File: src/rtl/eht_pkg.sv
package eht_pkg;

    localparam int unsigned NIB_BITS = 4;
    localparam int unsigned NCELL    = 1 << NIB_BITS;
    localparam int unsigned CELL_IW  = NIB_BITS;
    localparam int unsigned NRUN     = 6;
    localparam int unsigned RLEN_W   = 3;

    typedef enum logic [1:0] {
        PH_COLLECT = 2'd0,
        PH_SWEEP   = 2'd1,
        PH_JUDGE   = 2'd2
    } phase_e;

    typedef struct packed {
        logic mono;
        logic poker;
        logic runs;
    } verdict_t;

    // true when v is not strictly between lo and hi
    function automatic logic outside_open(input int unsigned v, input int unsigned lo,
                                          input int unsigned hi);
        return !((v > lo) && (v < hi));
    endfunction

    // true when v is not within [lo, hi]
    function automatic logic outside_closed(input int unsigned v, input int unsigned lo,
                                            input int unsigned hi);
        return (v < lo) || (v > hi);
    endfunction

    // lengthen a run, saturating at the open-ended bucket
    function automatic logic [RLEN_W-1:0] run_step(input logic [RLEN_W-1:0] len);
        return (len >= RLEN_W'(NRUN)) ? RLEN_W'(NRUN) : len + 1'b1;
    endfunction

endpackage

File: src/rtl/eht_monobit.sv
module eht_monobit import eht_pkg::*; #(
    parameter int unsigned WIN_BITS = 20000,
    parameter int unsigned LO       = 9654,
    parameter int unsigned HI       = 10346
) (
    input  logic clk,
    input  logic rst,
    input  logic take,
    input  logic bit_in,
    input  logic clear,
    output logic fail
);
    localparam int unsigned CW = $clog2(WIN_BITS + 1);

    logic [CW-1:0] ones;

    always_ff @(posedge clk) begin
        if (rst || clear) begin
            ones <= '0;
        end else if (take && bit_in) begin
            ones <= ones + 1'b1;
        end
    end

    assign fail = outside_open(32'(ones), LO, HI);

    // the tally can never exceed the window length
    p_ones_cap_r2: assert property (@(posedge clk) disable iff (rst)
        32'(ones) <= WIN_BITS);

endmodule

File: src/rtl/eht_poker.sv
module eht_poker import eht_pkg::*; #(
    parameter int unsigned WIN_BITS = 20000,
    parameter int unsigned CNT_LO   = 250,
    parameter int unsigned CNT_HI   = 375,
    parameter int unsigned SQ_LO    = 1562822,
    parameter int unsigned SQ_HI    = 1580437
) (
    input  logic               clk,
    input  logic               rst,
    input  logic               take,
    input  logic               bit_in,
    input  logic               clear,
    input  logic               sweep,
    input  logic [CELL_IW-1:0] sweep_idx,
    output logic               fail
);
    localparam int unsigned NNIB = WIN_BITS / NIB_BITS;
    localparam int unsigned PW   = $clog2(NNIB + 1);
    localparam int unsigned SW   = 2 * PW + CELL_IW;
    localparam int unsigned POSW = $clog2(NIB_BITS);

    logic [NIB_BITS-2:0] head;
    logic [POSW-1:0]     pos;
    logic [PW-1:0]       cnt [NCELL];
    logic [SW-1:0]       acc;
    logic [NCELL-1:0]    cell_bad;
    logic                nib_done;
    logic [CELL_IW-1:0]  nib_val;

    assign nib_done = take && (pos == POSW'(NIB_BITS - 1));
    assign nib_val  = {head, bit_in};

    always_ff @(posedge clk) begin
        if (rst || clear) begin
            head <= '0;
            pos  <= '0;
            acc  <= '0;
            for (int i = 0; i < NCELL; i++) cnt[i] <= '0;
        end else begin
            if (take) begin
                head <= {head[NIB_BITS-3:0], bit_in};
                pos  <= nib_done ? '0 : pos + 1'b1;
            end
            if (nib_done) cnt[nib_val] <= cnt[nib_val] + 1'b1;
            if (sweep) acc <= acc + SW'(cnt[sweep_idx]) * SW'(cnt[sweep_idx]);
        end
    end

    for (genvar g = 0; g < NCELL; g++) begin : g_cell
        assign cell_bad[g] = outside_closed(32'(cnt[g]), CNT_LO, CNT_HI);

        // no value can be seen more often than there are groups
        p_cell_cap_r3: assert property (@(posedge clk) disable iff (rst)
            32'(cnt[g]) <= NNIB);
    end

    assign fail = (|cell_bad) || outside_closed(32'(acc), SQ_LO, SQ_HI);

    // the square sum never exceeds the all-in-one-cell case
    p_acc_cap_r4: assert property (@(posedge clk) disable iff (rst)
        64'(acc) <= 64'(NNIB) * 64'(NNIB));

endmodule

File: src/rtl/eht_runs.sv
module eht_runs import eht_pkg::*; #(
    parameter int unsigned WIN_BITS     = 20000,
    parameter int unsigned RUN_LO [NRUN] = '{2267, 1079, 502, 223, 90, 90},
    parameter int unsigned RUN_HI [NRUN] = '{2733, 1421, 748, 402, 223, 223}
) (
    input  logic clk,
    input  logic rst,
    input  logic take,
    input  logic last,
    input  logic bit_in,
    input  logic clear,
    output logic fail
);
    localparam int unsigned CW = $clog2(WIN_BITS + 1);

    logic              cur;
    logic [RLEN_W-1:0] len;
    logic [RLEN_W-1:0] new_len;
    logic              brk;
    logic              close_old;
    logic [CW-1:0]     cnt     [2][NRUN];
    logic              hit_old [2][NRUN];
    logic              hit_new [2][NRUN];
    logic [2*NRUN-1:0] bad;

    assign brk       = (len == '0) || (bit_in != cur);
    assign close_old = take && (len != '0) && (bit_in != cur);
    assign new_len   = brk ? RLEN_W'(1) : run_step(len);

    always_comb begin
        for (int p = 0; p < 2; p++) begin
            for (int k = 0; k < NRUN; k++) begin
                hit_old[p][k] = close_old && (cur == 1'(p)) && (len == RLEN_W'(k + 1));
                hit_new[p][k] = last && (bit_in == 1'(p)) && (new_len == RLEN_W'(k + 1));
            end
        end
    end

    always_ff @(posedge clk) begin
        if (rst || clear) begin
            cur <= 1'b0;
            len <= '0;
            for (int p = 0; p < 2; p++)
                for (int k = 0; k < NRUN; k++) cnt[p][k] <= '0;
        end else begin
            if (take) begin
                cur <= bit_in;
                len <= last ? '0 : new_len;
            end
            for (int p = 0; p < 2; p++)
                for (int k = 0; k < NRUN; k++)
                    cnt[p][k] <= cnt[p][k] + CW'(hit_old[p][k]) + CW'(hit_new[p][k]);
        end
    end

    for (genvar p = 0; p < 2; p++) begin : g_pol
        for (genvar k = 0; k < NRUN; k++) begin : g_len
            assign bad[p*NRUN+k] = outside_closed(32'(cnt[p][k]), RUN_LO[k], RUN_HI[k]);
        end
    end

    assign fail = |bad;

    // run length stays within the saturating bucket range
    p_runlen_cap_r5: assert property (@(posedge clk) disable iff (rst)
        32'(len) <= NRUN);

    // the run that ends a window is credited, so nothing stays open
    p_no_open_run_r6: assert property (@(posedge clk) disable iff (rst)
        last |=> (len == '0));

endmodule

File: src/rtl/eht_top.sv
module eht_top import eht_pkg::*; #(
    parameter int unsigned WIN_BITS      = 20000,
    parameter int unsigned MONO_LO       = 9654,
    parameter int unsigned MONO_HI       = 10346,
    parameter int unsigned PK_CNT_LO     = 250,
    parameter int unsigned PK_CNT_HI     = 375,
    parameter int unsigned PK_SQ_LO      = 1562822,
    parameter int unsigned PK_SQ_HI      = 1580437,
    parameter int unsigned RUN_LO [NRUN] = '{2267, 1079, 502, 223, 90, 90},
    parameter int unsigned RUN_HI [NRUN] = '{2733, 1421, 748, 402, 223, 223}
) (
    input  logic clk,
    input  logic rst,
    input  logic bit_vld,
    input  logic bit_in,
    output logic mono_fail,
    output logic poker_fail,
    output logic runs_fail,
    output logic win_done
);
    localparam int unsigned BW = $clog2(WIN_BITS);

    phase_e             phase;
    logic [BW-1:0]      bit_cnt;
    logic [CELL_IW-1:0] sw_idx;
    logic               take;
    logic               last;
    logic               sweep;
    logic               clear;
    verdict_t           raw;
    verdict_t           outv;

    assign take  = bit_vld && (phase == PH_COLLECT);
    assign last  = take && (bit_cnt == BW'(WIN_BITS - 1));
    assign sweep = (phase == PH_SWEEP);
    assign clear = (phase == PH_JUDGE);

    eht_monobit #(.WIN_BITS(WIN_BITS), .LO(MONO_LO), .HI(MONO_HI)) u_mono (
        .clk(clk), .rst(rst), .take(take), .bit_in(bit_in), .clear(clear),
        .fail(raw.mono)
    );

    eht_poker #(
        .WIN_BITS(WIN_BITS), .CNT_LO(PK_CNT_LO), .CNT_HI(PK_CNT_HI),
        .SQ_LO(PK_SQ_LO), .SQ_HI(PK_SQ_HI)
    ) u_poker (
        .clk(clk), .rst(rst), .take(take), .bit_in(bit_in), .clear(clear),
        .sweep(sweep), .sweep_idx(sw_idx), .fail(raw.poker)
    );

    eht_runs #(.WIN_BITS(WIN_BITS), .RUN_LO(RUN_LO), .RUN_HI(RUN_HI)) u_runs (
        .clk(clk), .rst(rst), .take(take), .last(last), .bit_in(bit_in),
        .clear(clear), .fail(raw.runs)
    );

    always_ff @(posedge clk) begin
        if (rst) begin
            phase    <= PH_COLLECT;
            bit_cnt  <= '0;
            sw_idx   <= '0;
            win_done <= 1'b0;
            outv     <= '0;
        end else begin
            win_done <= 1'b0;
            outv     <= '0;
            case (phase)
                PH_COLLECT: begin
                    if (last) begin
                        bit_cnt <= '0;
                        sw_idx  <= '0;
                        phase   <= PH_SWEEP;
                    end else if (take) begin
                        bit_cnt <= bit_cnt + 1'b1;
                    end
                end
                PH_SWEEP: begin
                    sw_idx <= sw_idx + 1'b1;
                    if (sw_idx == CELL_IW'(NCELL - 1)) phase <= PH_JUDGE;
                end
                PH_JUDGE: begin
                    win_done <= 1'b1;
                    outv     <= raw;
                    phase    <= PH_COLLECT;
                end
                default: phase <= PH_COLLECT;
            endcase
        end
    end

    assign mono_fail  = outv.mono;
    assign poker_fail = outv.poker;
    assign runs_fail  = outv.runs;

    // a verdict never appears without the window strobe
    p_fail_needs_done_r7: assert property (@(posedge clk) disable iff (rst)
        (mono_fail || poker_fail || runs_fail) |-> win_done);

    // the window strobe lasts one cycle
    p_done_single_r1: assert property (@(posedge clk) disable iff (rst)
        win_done |=> !win_done);

    // no bit is counted while the window is being evaluated
    p_eval_holds_r8: assert property (@(posedge clk) disable iff (rst)
        (phase != PH_COLLECT) |-> (bit_cnt == '0));

    // a fresh window begins when the strobe is seen
    p_done_fresh_r9: assert property (@(posedge clk) disable iff (rst)
        win_done |-> (bit_cnt == '0) && (phase == PH_COLLECT));

endmodule

File: config.mk
export PLATFORM = sky130hd
export DESIGN_NAME = eht_top
export DESIGN_NICKNAME = d
export VERILOG_FILES = /design/src/rtl/eht_pkg.sv /design/src/rtl/eht_monobit.sv /design/src/rtl/eht_poker.sv /design/src/rtl/eht_runs.sv /design/src/rtl/eht_top.sv
export SDC_FILE = /design/constraint.sdc
export NUM_CORES = 1
export LEC_CHECK = 0
export ABC_AREA = 1
export BUFFER_PORTS_ARGS = -buffer_cell sky130_fd_sc_hd__buf_2
export CELL_PAD_IN_SITES_DETAIL_PLACEMENT = 0
export CELL_PAD_IN_SITES_GLOBAL_PLACEMENT = 1
export CORE_MARGIN = 10
export CORE_UTILIZATION = 44
export CTS_CLUSTER_DIAMETER = 80
export DETAILED_ROUTE_END_ITERATION = 8
export PLACE_DENSITY_LB_ADDON = 0.1
export SLEW_MARGIN = 20
export SYNTH_ARGS = -nofsm -noshare
export SYNTH_HDL_FRONTEND = slang
export SYNTH_HIERARCHICAL = 1
export SYNTH_SLANG_ARGS = --single-unit
File: constraint.sdc
create_clock -name clk -period 6.9 [get_ports clk]
set_clock_uncertainty 0.15 [all_clocks]
set_input_delay 0.345 -clock clk [delete_from_list [all_inputs] [get_ports clk]]
set_output_delay 0.345 -clock clk [all_outputs]
set_load 0.05 [all_outputs]
==> out/metrics.yaml, run 1 <==
antenna_left: 0
rsz0062_at_grt: "yes"
drt-initial-drc-count: 2415
synth_fp_nets: 4579
wl_um: 98230
die_h_um: 288.4
post-route-cell-area_sq_mm: 0.03579
drive_gt1_share_pct: 10.51
finalCritPeriodShare_pct: 96.72
critical_path_class: "reg2reg"
syn_area_sq_mm: 0.03169
crit_fanout: 18
coreArea_sq_mm: 0.07149
num-nets-final: 4640
synth_common_cells: "nand2_1, inv_1, nor2_1"
cp_slowest_cell: "fa_1"
nFillCells: 7229
fin_crit_ps: 6673
area_growth_pct: 12.92
synth_area_leaders: "edfxtp_1, dfxtp_1, nand2_1, fa_1, inv_1"
r2r_cells: 29
synth_area_leader_cell: "edfxtp_1"
path_clk_slew_ps: 60
synth_seq_cells: 467
grt_max_degree: 54
drv_slew: 0
cts_max_level: 2
cp.arrival_ps: 7010
die-area_sq_mm: 0.08317
synth_ff_type: "dfxtp_1"
dr.pass1.iters: 5
antenna_found_initial: 0
track_usage_pct: 23.48
dp_hpwl_um: 70820
clk_path_buf_depth: 3
synth.avg_cell_area_sq_um: 7.304
critPathMaxStageDelay_ps: 540
hold_ws_ps: 58.90
fp-row-count: 98
num_io_pins: 8
vias: 28195
worstMarginPinSlew_ps: 1083
n_antenna_cell: 0
initial_core_util_pct: 44.34
die_w_um: 288.4
viasPerCell: 5.226
synthCells: 4339
io_buffers: 7
outcome: "finished clean"
slew_headroom_pct: 27.62
synth_top_area_share_pct: 19.71
ir_worst_vdd_v: 0.0001931
crit_path_start_kind: "flip-flop"
whs_path_depth: 3
power.density_mw_per_mm2: 207.8
clk_latency_ps: 640
setup_viol: 0
hold_viol_final: 0
grt_pass1_wl_um: 153800
ys.warnings.count: 6
clock_sinks: 467
cp-end-kind: "flip-flop"
cpMostUsedCell: "fa_1"
grt_pass1_vias: 27249
cts-buffers-inserted: 58
synth-edff-count: 208
leakage_nw: 15.89
wl_per_cell_um: 18.21
synth.most_common_cell: "nand2_1"
cts_root_buffer: "clkbuf_16"
grt_overflow: 0
hold_path_class: "in2reg"
drc: 0
required_ps: 7240
max_freq_mhz: 149.8
ys_seq_area_share_pct: 36.07
ys_async_sr_fraction_pct: 0
drv_cap: 0
cts_tree: "built"
placed_cell_area_sq_mm: 0.03320
yosysUniqueCellTypes: 59
place_congestion: 0.9175
[per-stage QoR]
step                      utilization (%)  setup TNS (ps)  instances  setup slack (ps)  power (W)
after floorplan                         -               0       4339             345.0   0.003856
after global placement              46.44          -559.7       5273            -126.5   0.004326
after detailed placement            46.44          -769.1       5273            -142.3   0.004326
after CTS                           49.06               0       5380             15.94   0.007284
after global routing                50.07          -87.61       5395            -22.66   0.007778
final                               50.07               0       5395             226.6   0.007438
[final cells by class]
| class | count | area, sq um | area share (%) |
|---|---|---|---|
| clock buffer | 75 | 1565 | 4.373 |
| clock inverter | 30 | 231.5 | 0.6467 |
| tap | 950 | 1189 | 3.321 |
| inverter | 666 | 2516 | 7.030 |
| multi-input combinational | 3057 | 17530 | 48.97 |
| sequential | 467 | 11440 | 31.96 |
| timing repair buffer | 150 | 1326 | 3.706 |
[power by group]
group          internal, W  leakage (nW)  switching [W]  total (W)
logic             0.000566          10.8       0.000969    0.00154
clock network      0.00166         0.888        0.00125    0.00292
registers          0.00293          4.24      0.0000526    0.00299
[final timing paths]
kind | endpoint | from | slack, ps
setup reg to reg | u_poker/acc[26] | sw_idx[0] | 230
setup / recovery | u_poker/acc[26] | sw_idx[0] | 230
hold / removal | u_mono/ones[0] | bit_in | 60
hold reg to reg | u_runs/cnt[1][44] | u_runs/cnt[1][44] | 300
[cell usage in the layout, fill, tap and decap left out, types with 85 or more instances in the layout]
master,Yosys,final
nand2_1,1088,1063
inv_1,647,644
nor2_1,589,577
o21ai_0,294,267
dfxtp_1,259,256
a21oi_1,244,227
edfxtp_1,208,208
nand3_1,141,135
fa_1,131,130
buf_4,13,121
ha_1,105,90
nor3_1,90,85
[sequential cells by signal (all words and copies together) (netlist names), 2 cells and up]
signal / flops
u_poker/pos: 2
u_poker/acc: 30
bit_cnt: 15
u_poker/cnt: 208
sw_idx: 4
u_runs/len: 3
u_runs/cnt: 180
u_poker/head: 3
u_mono/ones: 15
phase: 2
[critical path, delay by kind of cell (launching register included)]
kind	cells	cell delay, ps
mux	1	110
flops	1	380
fa+ha+maj	7	3450
simple gates	8	870
buf+inv	10	960
compound gates	3	570
[layer usage]
layer  wire length [um]  GRT usage (%)  vias to the layer above
li1                   -              -                    13997
met1              43310          31.36                    13128
met2              44450          38.02                      892
met3               7392          4.433                      178
met4               3074          7.384                        0
met5                  0              0                        -
[cells by family after synthesis]
logic type / share of synthesized area [%]
flops: 36.07
compound gates: 11.42
buf+inv: 10.35
fa+ha+maj: 12.42
xor+xnor: 1.409
mux: 0.4105
simple gates: 27.92
[timing repair]
action | in CTS | in global routing
resized for setup | 15 | 141
setup buffers | 0 | 12
cloned | 0 | 3
pin swaps | 1 | 44
hold buffers | 2 | 0
hold endpoints to repair | 11 | 0
setup endpoints to repair | 18 | 22
Note: power is estimated with default switching activity, not from simulation.
==> run 2: changes to the inputs <==
Settings changed: BUFFER_PORTS_ARGS -buffer_cell sky130_fd_sc_hd__buf_2 to not set, DONT_BUFFER_PORTS set to 1.
==> run 2 against run 1 <==
Compared with the run above: worst setup slack better by 14 ps; first-iteration DRC count fell by 0.50%; global-route usage rose by 0.077 points; combinational power about the same; die area unchanged; cell count increased by 0.61%; via count rose by 0.55%; wire length up 1.3%; critical path depth is 1 higher; fmax up 0.20%; critical endpoint is now u_poker/acc[28].
==> out/metrics.yaml, run 2 (synthesis gave the netlist of run 1 again) <==
crit_path_start_kind: "flip-flop"
dr.pass1.iters: 6
switching_share_pct: 29.67
place_congestion: 0.9340
drv_slew: 0
coreArea_sq_mm: 0.07149
critPathMaxStageDelay_ps: 540
wl_per_cell_um: 18.33
power.density_mw_per_mm2: 208.1
placed_cell_area_sq_mm: 0.03344
drive_gt1_share_pct: 11.10
antenna_found_initial: 0
layout_common_cells: "nand2_1, inv_1, nor2_1"
crit_fanout: 6
antenna_left: 0
post-route-cell-area_sq_mm: 0.03620
critical_path_class: "reg2reg"
ir_worst_vdd_v: 0.0002075
largest_register: "u_poker/cnt"
cts_max_level: 2
layout_commonest_cell: "nand2_1"
io_buffers: 0
die_w_um: 288.4
viasPerCell: 5.223
clkPwrFrac_pct: 40.4
largest_reg_flops: 208
cts_tree: "built"
comb_power_share_pct: 20.0
rsz0062_at_grt: "yes"
drv_cap: 0
clk_latency_ps: 640
fp-row-count: 98
nFillCells: 7156
cp_slowest_cell: "fa_1"
finalPower_w: 0.007532
cp.arrival_ps: 7040
num_io_pins: 8
clock_sinks: 467
die-area_sq_mm: 0.08317
hold_path_class: "in2reg"
cts-buffers-inserted: 56
wl_um: 99490
setup_viol: 0
grt_pass1_vias: 26924
max_freq_mhz: 150.2
clk_path_buf_depth: 3
finalWorstSetupSlack_ps: 240.1
required_ps: 7280
drc: 0
leakage_nw: 16.10
dp_hpwl_um: 71110
p_seq_share_pct: 39.6
fin_crit_ps: 6660
p_sw_w: 0.002235
finalCritPeriodShare_pct: 96.52
n_antenna_cell: 0
hold_viol_final: 0
path_clk_slew_ps: 60
worstMarginPinSlew_ps: 1024
vias: 28350
p_int_w: 0.005298
pre_cts_ws_ps: -195.2
drt-initial-drc-count: 2403
hold_ws_ps: 117.4
grt_overflow: 0
outcome: "finished clean"
utilization_pct: 50.65
grt_pass1_wl_um: 154200
die_h_um: 288.4
cts_root_buffer: "clkbuf_16"
num-nets-final: 4672
area_growth_pct: 14.23
initial_core_util_pct: 44.34
grt_max_degree: 119
slew_headroom_pct: 31.54
reg.largest.list: "u_poker/cnt (208), u_runs/cnt (180), u_poker/acc (30)"
cp-end-kind: "flip-flop"
track_usage_pct: 23.56
run 2: cell types whose count changed in the layout (fill, tap and decap cells not counted), moves of 5 or more:
| cell | change |
|---|---|
| o21ai_0 | -7 |
| ha_1 | +6 |
| ha_4 | -5 |
| buf_4 | +33 |
| buf_12 | +8 |
| clkinv_2 | -5 |
| o21ai_1 | +9 |
| o221ai_1 | -6 |
| buf_2 | -6 |
run 2: cell type report:
cell class	count	area, sq um	share of cell area, %
multi-input combinational	3057	17500	48.35
tap	950	1189	3.283
sequential	467	11440	31.60
clock buffer	72	1533	4.233
clock inverter	32	349.1	0.9642
inverter	666	2511	6.936
timing repair buffer	184	1679	4.638
run 2: critical path: cells and delay by family, from the launching register on:
| kind | cells | cell delay [ps] |
|---|---|---|
| fa+ha+maj | 7 | 3340 |
| buf+inv | 10 | 940 |
| flops | 1 | 440 |
| compound gates | 6 | 930 |
| simple gates | 7 | 740 |
run 2: per-stage QoR:
step | instances | setup TNS, ps
floorplan | 4339 | 0
detailed placement | 5300 | -2425
global route | 5428 | -137.0
global placement | 5300 | -1905
finish | 5428 | 0
CTS | 5407 | 0
run 2: path summary, 6_finish.rpt:
check	to	from	slack (ps)	cells past startpoint
worst min-delay path	u_poker/head[0]	bit_in	120	2
worst min register to register	u_runs/cnt[1][52]	u_runs/cnt[1][52]	310	2
worst max register to register	u_poker/acc[28]	sw_idx[0]	240	30
worst max-delay path	u_poker/acc[28]	sw_idx[0]	240	30
run 2: routing by layer:
metal | global-route usage, % | wire length [um] | share of wire (%) | vias up
li1 | - | - | - | 14057
met1 | 32.52 | 44370 | 45 | 13303
met2 | 37.93 | 45110 | 45 | 842
met3 | 3.215 | 7054 | 7.1 | 148
met4 | 7.136 | 2958 | 3.0 | 0
met5 | 0 | 0 | 0 | -
run 2: power by group through the flow:
stage / Sequential, W / Clock (W) / Combinational [W]
final: 0.00298 / 0.00304 / 0.00151
after global routing: 0.00299 / 0.00322 / 0.00167
after CTS: 0.00298 / 0.00311 / 0.00133
after detailed placement: 0.00304 / 0 / 0.00131
after global placement: 0.00304 / 0 / 0.00131
after floorplan: 0.00302 / 0 / 0.000841
run 2: timing repair:
| action | 4_1_cts | 5_1_grt |
|---|---|---|
| cloned | 0 | 4 |
| pin swaps | 1 | 52 |
| setup endpoints to repair | 21 | 22 |
| buffers inserted | 0 | 17 |
| hold endpoints to repair | 37 | 0 |
| hold buffers | 3 | 0 |
| resized for setup | 14 | 150 |
